$ cat src/rtl/ssp_pkg.sv
// Shared types and default timing constants for the shift-register port.
// Assumes one bit slot is a whole number of system clocks.
package ssp_pkg;
    typedef enum logic {
        DIR_TX = 1'b0,
        DIR_RX = 1'b1
    } xfer_dir_e;

    localparam int SSP_SLOT_CLKS = 12;
    localparam int SSP_FALL_PH   = 4;
    localparam int SSP_RISE_PH   = 10;
    localparam int SSP_NBITS     = 8;
endpackage

$ cat src/rtl/ssp_sequencer.sv
// Transfer sequencer: keeps the slot phase and bit counters, accepts
// start requests only while idle, and produces the registered shift clock.
// Assumes FALL_PH < RISE_PH < SLOT_CLKS so each slot has one low window.
module ssp_sequencer
    import ssp_pkg::*;
#(
    parameter int SLOT_CLKS = SSP_SLOT_CLKS,
    parameter int FALL_PH   = SSP_FALL_PH,
    parameter int RISE_PH   = SSP_RISE_PH,
    parameter int NBITS     = SSP_NBITS
) (
    input  logic      clk,
    input  logic      rst_n,
    input  logic      req_tx,
    input  logic      req_rx,
    output logic      go_tx,
    output logic      go_rx,
    output logic      active,
    output xfer_dir_e dir,
    output logic      slot_end,
    output logic      sample_now,
    output logic      xfer_end,
    output logic      shclk
);
    localparam int PH_W  = (SLOT_CLKS > 1) ? $clog2(SLOT_CLKS) : 1;
    localparam int BIT_W = (NBITS > 1) ? $clog2(NBITS) : 1;
    localparam logic [PH_W-1:0]  PH_LAST   = PH_W'(SLOT_CLKS - 1);
    localparam logic [PH_W-1:0]  PH_SAMPLE = PH_W'(RISE_PH - 1);
    localparam logic [PH_W-1:0]  PH_FALL   = PH_W'(FALL_PH);
    localparam logic [PH_W-1:0]  PH_RISE   = PH_W'(RISE_PH);
    localparam logic [BIT_W-1:0] BIT_LAST  = BIT_W'(NBITS - 1);

    logic             active_q, active_d;
    xfer_dir_e        dir_q, dir_d;
    logic [PH_W-1:0]  ph_q, ph_d;
    logic [BIT_W-1:0] bit_q, bit_d;
    logic             shclk_q;

    // Start arbitration: transmit wins, both are refused while busy.
    always_comb begin
        go_tx = req_tx && !active_q;
        go_rx = req_rx && !active_q && !req_tx;
    end

    // Slot event decode from the current phase and bit count.
    always_comb begin
        slot_end   = active_q && (ph_q == PH_LAST);
        sample_now = active_q && (dir_q == DIR_RX) && (ph_q == PH_SAMPLE);
        xfer_end   = slot_end && (bit_q == BIT_LAST);
    end

    // Next-state computation for the phase, bit count and direction.
    always_comb begin
        active_d = active_q;
        dir_d    = dir_q;
        ph_d     = ph_q;
        bit_d    = bit_q;
        if (!active_q) begin
            if (go_tx || go_rx) begin
                active_d = 1'b1;
                dir_d    = go_tx ? DIR_TX : DIR_RX;
                ph_d     = '0;
                bit_d    = '0;
            end
        end else if (xfer_end) begin
            active_d = 1'b0;
            ph_d     = '0;
            bit_d    = '0;
        end else if (slot_end) begin
            ph_d  = '0;
            bit_d = bit_q + 1'b1;
        end else begin
            ph_d = ph_q + 1'b1;
        end
    end

    // State registers; the shift clock is registered from the next phase.
    always_ff @(posedge clk) begin
        if (!rst_n) begin
            active_q <= 1'b0;
            dir_q    <= DIR_TX;
            ph_q     <= '0;
            bit_q    <= '0;
            shclk_q  <= 1'b1;
        end else begin
            active_q <= active_d;
            dir_q    <= dir_d;
            ph_q     <= ph_d;
            bit_q    <= bit_d;
            shclk_q  <= !(active_d && (ph_d >= PH_FALL) && (ph_d < PH_RISE));
        end
    end

    assign active = active_q;
    assign dir    = dir_q;
    assign shclk  = shclk_q;
endmodule

$ cat src/rtl/ssp_shifter.sv
// Data path: one shift register serves both directions, shifting right
// so bit 0 leaves first and the first sampled bit lands in bit 0.
// Assumes the sequencer never raises shift and sample in the same cycle
// for a transmit.
module ssp_shifter
    import ssp_pkg::*;
#(
    parameter int NBITS = SSP_NBITS
) (
    input  logic             clk,
    input  logic             rst_n,
    input  logic             load_tx,
    input  logic             load_rx,
    input  logic [NBITS-1:0] tx_byte,
    input  logic             active,
    input  xfer_dir_e        dir,
    input  logic             slot_end,
    input  logic             sample_now,
    input  logic             xfer_end,
    input  logic             ser_in,
    output logic             ser_out,
    output logic             ser_oe,
    output logic [NBITS-1:0] rx_hold
);
    logic [NBITS-1:0] sh_q;
    logic [NBITS-1:0] hold_q;
    logic             tx_on;

    // Transmit drives the line only while a transmit is in progress.
    always_comb begin
        tx_on   = active && (dir == DIR_TX);
        ser_oe  = tx_on;
        ser_out = tx_on ? sh_q[0] : 1'b1;
    end

    // Shift register: load on start, shift at slot end or on a sample.
    always_ff @(posedge clk) begin
        if (!rst_n) begin
            sh_q <= '0;
        end else if (load_tx) begin
            sh_q <= tx_byte;
        end else if (load_rx) begin
            sh_q <= '0;
        end else if (sample_now) begin
            sh_q <= {ser_in, sh_q[NBITS-1:1]};
        end else if (slot_end && dir == DIR_TX) begin
            sh_q <= {1'b1, sh_q[NBITS-1:1]};
        end
    end

    // Receive buffer: captures the assembled byte as a receive ends.
    always_ff @(posedge clk) begin
        if (!rst_n) begin
            hold_q <= '0;
        end else if (xfer_end && dir == DIR_RX) begin
            hold_q <= sh_q;
        end
    end

    assign rx_hold = hold_q;
endmodule

$ cat src/rtl/ssp_flags.sv
// Completion flag pair: a flag sets when a transfer of its direction
// ends and clears on its strobe; a set in the same cycle wins.
module ssp_flags
    import ssp_pkg::*;
(
    input  logic      clk,
    input  logic      rst_n,
    input  logic      xfer_end,
    input  xfer_dir_e dir,
    input  logic      clr_tx,
    input  logic      clr_rx,
    output logic      tx_flag,
    output logic      rx_flag
);
    logic tx_q, rx_q;

    // Transmit-done flag register.
    always_ff @(posedge clk) begin
        if (!rst_n)                          tx_q <= 1'b0;
        else if (xfer_end && dir == DIR_TX)  tx_q <= 1'b1;
        else if (clr_tx)                     tx_q <= 1'b0;
    end

    // Receive-done flag register.
    always_ff @(posedge clk) begin
        if (!rst_n)                          rx_q <= 1'b0;
        else if (xfer_end && dir == DIR_RX)  rx_q <= 1'b1;
        else if (clr_rx)                     rx_q <= 1'b0;
    end

    assign tx_flag = tx_q;
    assign rx_flag = rx_q;
endmodule

$ cat src/rtl/sync_shift_port.sv
// Top of the half-duplex shift-register serial port. It ties the
// sequencer, data path and flags together. Assumes the strobes are
// single-cycle pulses from the register interface.
module sync_shift_port
    import ssp_pkg::*;
#(
    parameter int SLOT_CLKS = SSP_SLOT_CLKS,
    parameter int FALL_PH   = SSP_FALL_PH,
    parameter int RISE_PH   = SSP_RISE_PH,
    parameter int NBITS     = SSP_NBITS
) (
    input  logic             clk,
    input  logic             rst_n,
    input  logic             wr_buf,
    input  logic [NBITS-1:0] wr_data,
    input  logic             rx_en,
    input  logic             clr_tx,
    input  logic             clr_rx,
    input  logic             sd_i,
    output logic             sd_o,
    output logic             sd_oe,
    output logic             shclk,
    output logic             tx_done,
    output logic             rx_done,
    output logic [NBITS-1:0] rx_byte
);
    logic      go_tx, go_rx, seq_active, slot_end, sample_now, xfer_end;
    xfer_dir_e seq_dir;
    logic      rx_req;

    // Reception request: clearing the flag while reception is enabled.
    always_comb rx_req = clr_rx && rx_en;

    ssp_sequencer #(
        .SLOT_CLKS(SLOT_CLKS), .FALL_PH(FALL_PH),
        .RISE_PH(RISE_PH), .NBITS(NBITS)
    ) u_seq (
        .clk(clk), .rst_n(rst_n), .req_tx(wr_buf), .req_rx(rx_req),
        .go_tx(go_tx), .go_rx(go_rx), .active(seq_active), .dir(seq_dir),
        .slot_end(slot_end), .sample_now(sample_now),
        .xfer_end(xfer_end), .shclk(shclk)
    );

    ssp_shifter #(.NBITS(NBITS)) u_shift (
        .clk(clk), .rst_n(rst_n), .load_tx(go_tx), .load_rx(go_rx),
        .tx_byte(wr_data), .active(seq_active), .dir(seq_dir),
        .slot_end(slot_end), .sample_now(sample_now), .xfer_end(xfer_end),
        .ser_in(sd_i), .ser_out(sd_o), .ser_oe(sd_oe), .rx_hold(rx_byte)
    );

    ssp_flags u_flags (
        .clk(clk), .rst_n(rst_n), .xfer_end(xfer_end), .dir(seq_dir),
        .clr_tx(clr_tx), .clr_rx(clr_rx),
        .tx_flag(tx_done), .rx_flag(rx_done)
    );
endmodule

$ cat config.mk
export PLATFORM = sky130hd
export DESIGN_NAME = sync_shift_port
export DESIGN_NICKNAME = d
export VERILOG_FILES = /design/src/rtl/ssp_pkg.sv /design/src/rtl/ssp_sequencer.sv /design/src/rtl/ssp_shifter.sv /design/src/rtl/ssp_flags.sv /design/src/rtl/sync_shift_port.sv
export SDC_FILE = /design/constraint.sdc
export NUM_CORES = 1
export LEC_CHECK = 0
export ABC_AREA = 1
export BUFFER_PORTS_ARGS = -buffer_cell sky130_fd_sc_hd__buf_2
export CAP_MARGIN = 20
export CORE_MARGIN = 3
export CORE_UTILIZATION = 35
export CTS_CLUSTER_DIAMETER = 80
export DETAILED_ROUTE_END_ITERATION = 6
export HOLD_SLACK_MARGIN = 0.12
export SLEW_MARGIN = 20
export SYNTH_ARGS = -nofsm -noshare
export SYNTH_HDL_FRONTEND = slang
export SYNTH_SLANG_ARGS = --single-unit
export TNS_END_PERCENT = 10
$ cat constraint.sdc
create_clock -name clk -period 1.9 [get_ports clk]
set_input_delay 0.38 -clock clk [delete_from_list [all_inputs] [get_ports clk]]
set_output_delay 0.38 -clock clk [all_outputs]
set_load 0.1 [all_outputs]
==> out/results.tsv, run 1 <==
stage	metric	value	unit
route	wl_met2	1220	um
logic_synthesis	yosysUniqueCellTypes	20	
floorplan	initial_core_util	0.373	
pwr	internal_power	0.942	mW
pwr	peakVddDrop	0.000275	V
pwr	switching_share	0.258	
worst_hold_path	hold_class	primary input to register	
placed_design	place_area	0.00159	mm^2
sta	period_minus_slack	1.77	ns
sta	timing.hold.ws	0.362	ns
critical_path	cp-endpoint	sd_oe	
global_route	track_usage	0.123	
clock_tree	cts_htree_levels	1	
placed_design	dp_hpwl	2250	um
global_route	antenna_found_initial	0	
pwr	power.total	1.27	mW
flow_run	drv_cap	0	
critical_path	cp-start-kind	register	
sta	fin_tns_setup	0	ns
route	num_vias	1250	
global_route	grt_pass1_vias	1074	
logic_synthesis	synth_area_per_cell	6.77	um^2
pwr	clock_power_share	0.371	
floorplan	core	0.00377	mm^2
critical_path	critPathKind	register to primary output	
clock_tree	clkSinkCount	28	
logic_synthesis	ys_seq_elements	28	
clock_tree	clock_latency	0.28	ns
logic_synthesis	synth_fp_nets	227	
logic_synthesis	synthArstFlopShare	0	
layout	syn2layout_area_growth	17.9	%
sta	clock.fmax	565	MHz
route	routed_wl	2900	um
sta	slew_headroom	0.675	
placed_design	portBuffers	27	
clock_tree	cts.clk_slew.worst_paths	0.09	ns
critical_path	arrival	1.39	ns
pwr	p_switching	0.327	mW
sta	finClkSkew	0.00793	ns
floorplan	die_x	69.4	um
layout	design_area	0.00166	mm^2
logic_synthesis	mappedNetlistArea	0.00141	mm^2
critical_path	startpoint	u_seq.active	
route	wl_met1	1490	um
logic_synthesis	synth-main-ff-cell	dfxtp_1	
critical_path	required	1.52	ns
logic_synthesis	synth_edf_count	0	
route	wl_met3	142	um
placed_design	place_congestion	0.827	
route	drc	0	
global_route	grt_max_degree	18	
sta	tightest_slew	0.490	ns
status	status	finished clean	
route	first_pass_iters	4	
clock_tree	clockBufferDepth	2	
sta	setup_violations	0	
route	drt_iter0_markers	61	
critical_path	worstPathMaxFanout	6	
global_route	grt_pass1_wl	4840	um
floorplan	rows	22	
pwr	leakagePower	0.877	nW
layout	fill_cells	413	
sta	rsz0062_at_grt	false	
pwr	power_frac_seq	0.493	
route	drt-wirelength-per-cell	10.2	um
pwr	pwr_density_cell	765	mW/mm^2
route	ant_nets	0	
clock_tree	hold_buffers	0	
global_route	overflow	0	
layout	final_core_util	0.440	
floorplan	die_area	0.00482	mm^2
critical_path	reg2regPathDepth	8	
route	highest_layer	met4	
logic_synthesis	synthCells	208	
sta	drv_slew	0	
floorplan	io_pins	28	
critical_path	rrSetupSlack	0.35	ns
layout	nets	256	
floorplan	die_y	69.4	um
logic_synthesis	yosysSeqAreaShare	0.398	
sta	final-hold-violation-count	0	
clock_tree	cts_tree	built	
layout	drive_gt1_frac	0.174	
critical_path	cp-end-kind	primary output	
clock_tree	numCtsBuffers	3	
layout	diodes	0	
route	via_per_inst	4.40	
sta	timing.final.crit_share	0.931	
critical_path	reg2reg_from	u_seq.ph_q[0]	
pwr	combPwrFrac	0.136	
logic_synthesis	ys_warn_count	0	
clock_tree	cts-root-buf	clkbuf_8	
critical_path	r2r-end	u_shift.rx_hold[3]	
[worst max-delay path: stages (launching register included)]
cell and delay, ns:
dfxtp_1 0.47, inv_4 0.11, nor2_4 0.17, clkbuf_4 0.36
[per-stage QoR]
stage	setup slack, ns	cells
after global placement	0.294	280
after floorplan	0.123	208
after detailed placement	0.319	280
after global routing	0.0812	284
final	0.131	284
after CTS	0.0395	284
[worst min path at each step]
stage                            to  depth (start not counted)            start
floorplan            u_seq.bit_q[1]                          2   u_seq.bit_q[1]
global placement    u_flags.tx_flag                          2  u_flags.tx_flag
detailed placement   u_seq.bit_q[1]                          2   u_seq.bit_q[1]
CTS                 u_flags.tx_flag                          4           clr_tx
global route        u_flags.tx_flag                          4           clr_tx
finish              u_flags.tx_flag                          4           clr_tx
[synth_stat cells, types with 2 or more instances]
| cell type | count | area, um^2 |
|---|---|---|
| nand3_2 | 2 | 20.0 |
| dfxtp_1 | 28 | 561 |
| o21ai_0 | 12 | 60.1 |
| nor2_8 | 2 | 40.0 |
| buf_2 | 2 | 10.0 |
| inv_1 | 31 | 116 |
| ha_1 | 4 | 50.1 |
| nand4_1 | 3 | 18.8 |
| nand2_1 | 56 | 210 |
| a21oi_1 | 8 | 40.0 |
| nand3_1 | 11 | 55.1 |
| nor2_1 | 41 | 154 |
[flip-flops by register name, indices dropped and copies added (netlist names)]
name / flops
u_shift.rx_hold: 8
u_shift.sh_q: 8
u_seq.bit_q: 3
u_flags.rx_flag: 1
u_flags.tx_flag: 1
u_seq.dir: 1
u_seq.ph_q: 4
u_seq.shclk: 1
u_seq.active: 1
[routing by layer]
layer,vias up,GRT usage
li1,689,-
met1,526,0.174
met2,30,0.180
met3,5,0.0261
met4,0,0.0521
met5,-,0
[final cells by class]
cell class              instances  area [um^2]  area share
well taps                      48         60.1      0.0362
clock inverters                 1         30.0      0.0181
clock buffers                   3         41.3      0.0249
flip-flops and latches         28          561       0.338
inverters                      32          123      0.0739
repair buffers                 28          145      0.0875
multi-input cells             144          699       0.422
[cell families (layout without fill, tap and decap cells)]
logic type | after synthesis | count (layout) | synth area share
compound gates | 21 | 21 | 0.0764
fa+ha+maj | 4 | 4 | 0.0356
buf+inv | 36 | 64 | 0.110
flops | 28 | 28 | 0.398
simple gates | 119 | 119 | 0.380
[cells in the final DEF, fill, tap and decap left out]
| master | Yosys | routed |
|---|---|---|
| nor2_4 | 1 | 1 |
| inv_1 | 31 | 31 |
| o21ai_0 | 12 | 12 |
| ha_1 | 4 | 4 |
| nand3b_1 | 1 | 1 |
| bufinv_16 | 0 | 1 |
| dfxtp_1 | 28 | 28 |
| nand3_1 | 11 | 11 |
| nand4_1 | 3 | 3 |
| clkbuf_4 | 0 | 1 |
| clkbuf_8 | 0 | 3 |
| buf_2 | 2 | 26 |
| nor2_8 | 2 | 2 |
| nand3_2 | 2 | 2 |
| nand2_4 | 1 | 2 |
| a21boi_0 | 1 | 1 |
| inv_4 | 1 | 1 |
| nor2_2 | 1 | 1 |
| nand2_1 | 56 | 55 |
| nor2_1 | 41 | 41 |
| a21oi_1 | 8 | 8 |
| buf_4 | 1 | 1 |
[power groups by stage]
stage                     logic [mW]  registers (mW)  clock network (mW)
after global routing           0.196           0.629               0.504
after floorplan                0.131           0.635                   0
after detailed placement       0.172           0.639                   0
after global placement         0.173           0.638                   0
after CTS                      0.172           0.625               0.486
final                          0.172           0.626               0.471
[repair_timing]
item                       CTS  global route
setup endpoints to repair    0             1
resized for setup            0             1
setup buffers                0             0
Note: power is estimated with default switching activity, not from simulation.
==> run 2, diff against run 1 <==
==> constraint.sdc (replaced) <==
create_clock -name clk -period 1.9 [get_ports clk]
set_input_delay 0.095 -clock clk [delete_from_list [all_inputs] [get_ports clk]]
set_output_delay 0.095 -clock clk [all_outputs]
set_load 0.1 [all_outputs]
==> run 2 against run 1 <==
  * Wire length is 2.2% lower
  * Cell count up 0.35%
  * Worst hold slack worse by 0.21 ns
  * Die area unchanged
  * Critical path depth unchanged
  * Combinational power about the same
  * First-iteration DRC count shrank 9.8%
  * Sequential share of layout area stayed put
  * Via count shrank 1.3%
  * Worst setup slack improved by 0.20 ns
  * Power fell by 0.66%
  * Design area is the same
  * Largest power group unchanged
==> out/results.tsv, run 2 (synthesized netlist as in run 1, its figures left out) <==
stage	metric	value	unit	change
placed_design	place_area	0.00158	mm^2	-0.47%
sta	final-hold-violation-count	0		unchanged
layout	drive_gt1_frac	0.169		-0.00495
placed_design	portBuffers	27		unchanged
layout	final_core_util	0.440		unchanged
floorplan	die_x	69.4	um	unchanged
layout	nets	257		+0.39%
placed_design	place_congestion	0.894		+8.2%
floorplan	core	0.00377	mm^2	unchanged
clock_tree	clock_latency	0.27	ns	about the same
sta	tightest_slew	0.493	ns	+0.00304 ns
global_route	grt_max_degree	21		+3
pwr	power.total	1.26	mW	-0.66%
clock_tree	cts.clk_slew.worst_paths	0.10	ns	about the same
pwr	leakagePower	0.879	nW	+0.14%
global_route	antenna_found_initial	0		unchanged
worst_hold_path	hold_class	primary input to register		
route	drt-wirelength-per-cell	9.94	um	-2.6%
sta	clock.fmax	638	MHz	+13%
clock_tree	cts_resized	0		unchanged
clock_tree	hold_buffers	1		+1
critical_path	worstPathMaxFanout	6		unchanged
clock_tree	clkSinkCount	28		unchanged
placed_design	dp_slack	0.353	ns	+0.0344 ns
clock_tree	cts_htree_levels	1		unchanged
critical_path	required	1.80	ns	+0.28 ns
critical_path	critPathKind	register to primary output		
route	routed_wl	2830	um	-2.2%
sta	setup_violations	0		unchanged
status	status	finished clean		
floorplan	io_pins	28		unchanged
sta	rsz0062_at_grt	false		
sta	setup_ws	0.333	ns	+0.202 ns
layout	stdcell_count	285		+0.35%
route	num_vias	1234		-1.3%
route	via_per_inst	4.33		-1.6%
layout	layout_commonest_cell	nand2_1		
critical_path	crit_slowest_cell	dfxtp_1		
sta	finClkSkew	0.00660	ns	-0.00133 ns
critical_path	cp-end-kind	primary output		
critical_path	cp-start-kind	register		
floorplan	die_y	69.4	um	unchanged
sta	timing.hold.ws	0.149	ns	-0.213 ns
critical_path	cp_num_buf_inv	2		unchanged
critical_path	path_cells	inv_4 -> nor2_4 -> buf_2		
clock_tree	numCtsBuffers	3		unchanged
sta	drv_slew	0		unchanged
floorplan	die_area	0.00482	mm^2	unchanged
placed_design	dp.cells	280		unchanged
sta	slew_headroom	0.673		-0.00201
layout	design_area	0.00166	mm^2	unchanged
floorplan	initial_core_util	0.373		unchanged
flow_run	drv_cap	0		unchanged
route	ant_nets	0		unchanged
layout	diodes	0		unchanged
route	first_pass_iters	4		unchanged
route	drc	0		unchanged
clock_tree	clockBufferDepth	2		unchanged
critical_path	cpPeakStageDelay	0.51	ns	+0.04 ns
clock_tree	cts_setup_buffers	0		unchanged
sta	period_minus_slack	1.57	ns	-0.202 ns
critical_path	arrival	1.47	ns	+0.08 ns
pwr	peakVddDrop	0.000291	V	+5.9%
sta	timing.final.crit_share	0.825		-0.106
global_route	grt_pass1_wl	4970	um	+2.7%
clock_tree	cts-root-buf	clkbuf_8		
placed_design	dp_hpwl	2160	um	-3.9%
layout	syn2layout_area_growth	17.9	%	unchanged
floorplan	rows	22		unchanged
sta	fin_tns_setup	0	ns	unchanged
pwr	pwr_density_cell	760	mW/mm^2	-0.66%
route	drt_iter0_markers	55		-9.8%
critical_path	crit_family	buffers and inverters		
global_route	grt_pass1_vias	1153		+7.4%
clock_tree	cts_tree	built		
global_route	overflow	0		unchanged
layout	mostFrequentLayoutCells	nand2_1 (56), nor2_1 (41), inv_1 (31), dfxtp_1 (28), buf_2 (27)		
global_route	track_usage	0.123		-0.000265
[run 2: routing by layer]
layer  up-vias  wire, um  track usage
li1        694         -            -
met1       519      1450        0.168
met2        19      1250        0.197
met3         2       101       0.0116
met4         0        34       0.0521
met5         -         0            0
[run 2: cell type report]
type / count / area (um^2)
repair buffers: 29 / 153
clock inverters: 1 / 30.0
multi-input cells: 144 / 692
clock buffers: 3 / 41.3
inverters: 32 / 123
flip-flops and latches: 28 / 561
well taps: 48 / 60.1
fillers: 408 / 2110
[run 2: worst paths after layout]
check | from | cells after the start | endpoint | slack [ns]
setup / recovery | u_seq.active | 3 | sd_oe | 0.33
hold / removal | sd_i | 5 | u_shift.sh_q[7] | 0.15
setup reg to reg | u_seq.ph_q[0] | 8 | u_shift.rx_hold[4] | 0.35
hold reg to reg | u_flags.tx_flag | 2 | u_flags.tx_flag | 0.47
[run 2: power by group]
group / total [mW] / switching, mW / internal (mW)
Combinational: 0.169 / 0.116 / 0.0523
Sequential: 0.626 / 0.0188 / 0.607
Clock: 0.466 / 0.184 / 0.282
Total: 1.26 / 0.319 / 0.942
[run 2: worst reg2reg max path, cell delays in order, from the launching register on]
cell and delay (ns):
dfxtp_1 0.42, ha_1 0.25, nand3_2 0.17, nor2_8 0.15, nand2_4 0.08, nor2_8 0.20, nand2_1 0.09, nand2_1 0.07
nor2_1 0.04
==> run 3, diff against run 2 <==
clock period = 1.3 ns   (was 1.9 ns; I/O delays follow)
==> run 3 against run 2 <==
  * The run now ends with negative setup slack left
  * Largest cell class unchanged
  * Power increased by 49%
  * Clock-buffer cell count increased by 1
  * Sequential cell count unchanged
  * First-iteration DRC count increased by 25%
  * Critical path depth increased by 6
  * Worst hold slack got worse by 0.027 ns
  * Wire length increased by 14%
  * Die area unchanged
  * Highest routed layer unchanged
  * Largest power group unchanged
  * Global-route usage increased by 1.5 points
  * Via count increased by 8.3%
==> out/results.tsv, run 3 (synthesized netlist as in run 1, its figures left out) <==
stage	metric	value	unit	change
placed_design	place_congestion	0.799		-11%
clock_tree	numCtsBuffers	3		unchanged
critical_path	critPathKind	register to register		
clock_tree	cts_tree	built		
clock_tree	clkSinkCount	28		unchanged
pwr	pwr_density_cell	961	mW/mm^2	+26%
route	num_vias	1336		+8.3%
sta	fin_tns_setup	-0.383	ns	-0.383 ns
critical_path	reg2regPathDepth	9		+1
sta	final-hold-violation-count	0		unchanged
status	status	complete, but fails checks		
worst_hold_path	hold_end	u_shift.sh_q[2]		
floorplan	core	0.00377	mm^2	unchanged
critical_path	reg2reg_from	u_seq.ph_q[1]		
sta	timing.final.crit_share	1.06		
route	ant_nets	0		unchanged
route	first_pass_iters	4		unchanged
floorplan	die_y	69.4	um	unchanged
layout	syn2layout_area_growth	38.4	%	
status	violations	negative setup slack		
critical_path	worstPathMaxFanout	6		unchanged
floorplan	rows	22		unchanged
pwr	peakVddDrop	0.000433	V	+49%
global_route	overflow	0		unchanged
layout	diodes	0		unchanged
sta	period_minus_slack	1.38	ns	
placed_design	dp_hpwl	2330	um	+7.9%
sta	drv_slew	0		unchanged
sta	clock.fmax	726	MHz	
route	drt-wirelength-per-cell	10.6	um	+6.5%
clock_tree	cts_htree_levels	1		unchanged
route	routed_wl	3220	um	+14%
global_route	track_usage	0.137		+0.0146
critical_path	cpPeakStageDelay	0.37	ns	-0.14 ns
clock_tree	clockBufferDepth	2		unchanged
pwr	leakagePower	0.993	nW	+13%
sta	setup_violations	6		+6
sta	slew_headroom	0.680		+0.00668
critical_path	cp-start-kind	register		
critical_path	r2r-end	u_shift.sh_q[3]		
critical_path	required	1.49	ns	-0.31 ns
route	drt_iter0_markers	69		+25%
global_route	grt_max_degree	21		unchanged
floorplan	initial_core_util	0.373		unchanged
clock_tree	cts-root-buf	clkbuf_8		
route	drc	0		unchanged
layout	nets	276		+7.4%
floorplan	die_x	69.4	um	unchanged
worst_hold_path	holdPathStages	5		unchanged
floorplan	io_pins	28		unchanged
critical_path	cp-end-kind	register		
sta	tightest_slew	0.477	ns	-0.0166 ns
worst_hold_path	hp-start	wr_data[2]		
global_route	antenna_found_initial	0		unchanged
floorplan	die_area	0.00482	mm^2	unchanged
sta	finClkSkew	0.00350	ns	-0.00310 ns
critical_path	crit_slowest_cell	dfxtp_4		
critical_path	path_cells	inv_2 -> ha_4 -> nand2_2 -> nand3b_1 -> buf_6 -> nand3_4 -> inv_4 -> nor2_2 -> nor2_1		
route	via_per_inst	4.39		+1.5%
layout	layout_commonest_cell	nand2_1		
clock_tree	cts.clk_slew.worst_paths	0.10	ns	about the same
clock_tree	clock_latency	0.28	ns	about the same
global_route	grt_pass1_wl	5320	um	+6.9%
sta	setup_ws	-0.0773	ns	-0.410 ns
layout	mostFrequentLayoutCells	nand2_1 (51), nor2_1 (37), inv_1 (29), buf_2 (25), dfxtp_1 (25)		
worst_hold_path	hold_class	primary input to register		
global_route	grt_pass1_vias	1173		+1.7%
critical_path	arrival	1.56	ns	+0.09 ns
layout	drive_gt1_frac	0.301		+0.132
flow_run	drv_cap	0		unchanged
sta	timing.hold.ws	0.122	ns	-0.0275 ns
placed_design	portBuffers	27		unchanged
critical_path	rrSetupSlack	-0.08	ns	-0.43 ns
sta	rsz0062_at_grt	true		
run 3: cell count changes in the layout (fill, tap and decap cells not counted), sizes merged:
cell | previous run | this run
buf | 28 | 43
dlygate4sd3 | 1 | 3
bufinv | 1 | 0
clkbuf | 3 | 4
nand3 | 13 | 14
nor2 | 45 | 46
run 3: metal layers:
layer	GRT usage	share of wire	vias up	routed length (um)
li1	-	-	740	-
met1	0.191	0.52	570	1660
met4	0.0716	0.023	0	74
met3	0.0130	0.027	5	87
met2	0.210	0.43	21	1390
met5	0	0	-	0
run 3: how the worst max path moves through the flow:
stage	from	to	slack, ns	cells after the start
global placement	u_seq.ph_q[1]	u_shift.sh_q[0]	-0.1	8
detailed placement	u_seq.ph_q[0]	u_shift.rx_hold[4]	-0.12	8
CTS	u_seq.ph_q[1]	u_shift.sh_q[6]	-0.05	8
finish	u_seq.ph_q[1]	u_shift.sh_q[3]	-0.08	9
floorplan	u_seq.active	u_shift.sh_q[5]	-0.25	8
global route	u_seq.ph_q[1]	u_shift.sh_q[3]	-0.15	8
run 3: cell type report:
class	count	area (um^2)
Clock buffer	4	66.3
Fill cell	376	1820
Inverter	32	128
Multi-Input combinational cell	146	800
Sequential cell	28	572
Tap cell	48	60.1
Timing Repair Buffer	46	323
run 3: through the flow:
step           total power [mW]  area, um^2  setup slack [ns]  utilization  instances
3_5_place_dp               1.22        1710            -0.120        0.454        292
4_1_cts                    1.86        1870           -0.0499        0.497        302
6_report                   1.87        1950           -0.0773        0.517        304
3_3_place_gp               1.22        1710           -0.0979        0.454        292
5_1_grt                    1.97        1950            -0.147        0.517        304
2_1_floorplan              1.12        1430            -0.254            -        208
run 3: repair_timing:
action / CTS / global route
gates resized for setup: 19 / 16
hold buffers: 3 / 0
setup endpoints to repair: 20 / 22
pin swaps: 6 / 15
endpoints found under the hold margin: 3 / 0
buffers inserted: 1 / 2
cloned: 2 / 0
run 3: report_power, final:
part	total (mW)	internal [mW]	switching, mW
registers	0.918	0.887	0.0314
logic	0.333	0.129	0.204
clock network	0.621	0.336	0.285
total	1.87	1.35	0.520
run 3: worst max-delay path: cells and delay by family, from the launching register on:
| family | cells | cell delay [ns] |
|---|---|---|
| simple gates | 5 | 0.49 |
| flops | 1 | 0.37 |
| fa+ha+maj | 1 | 0.12 |
| buf+inv | 3 | 0.29 |
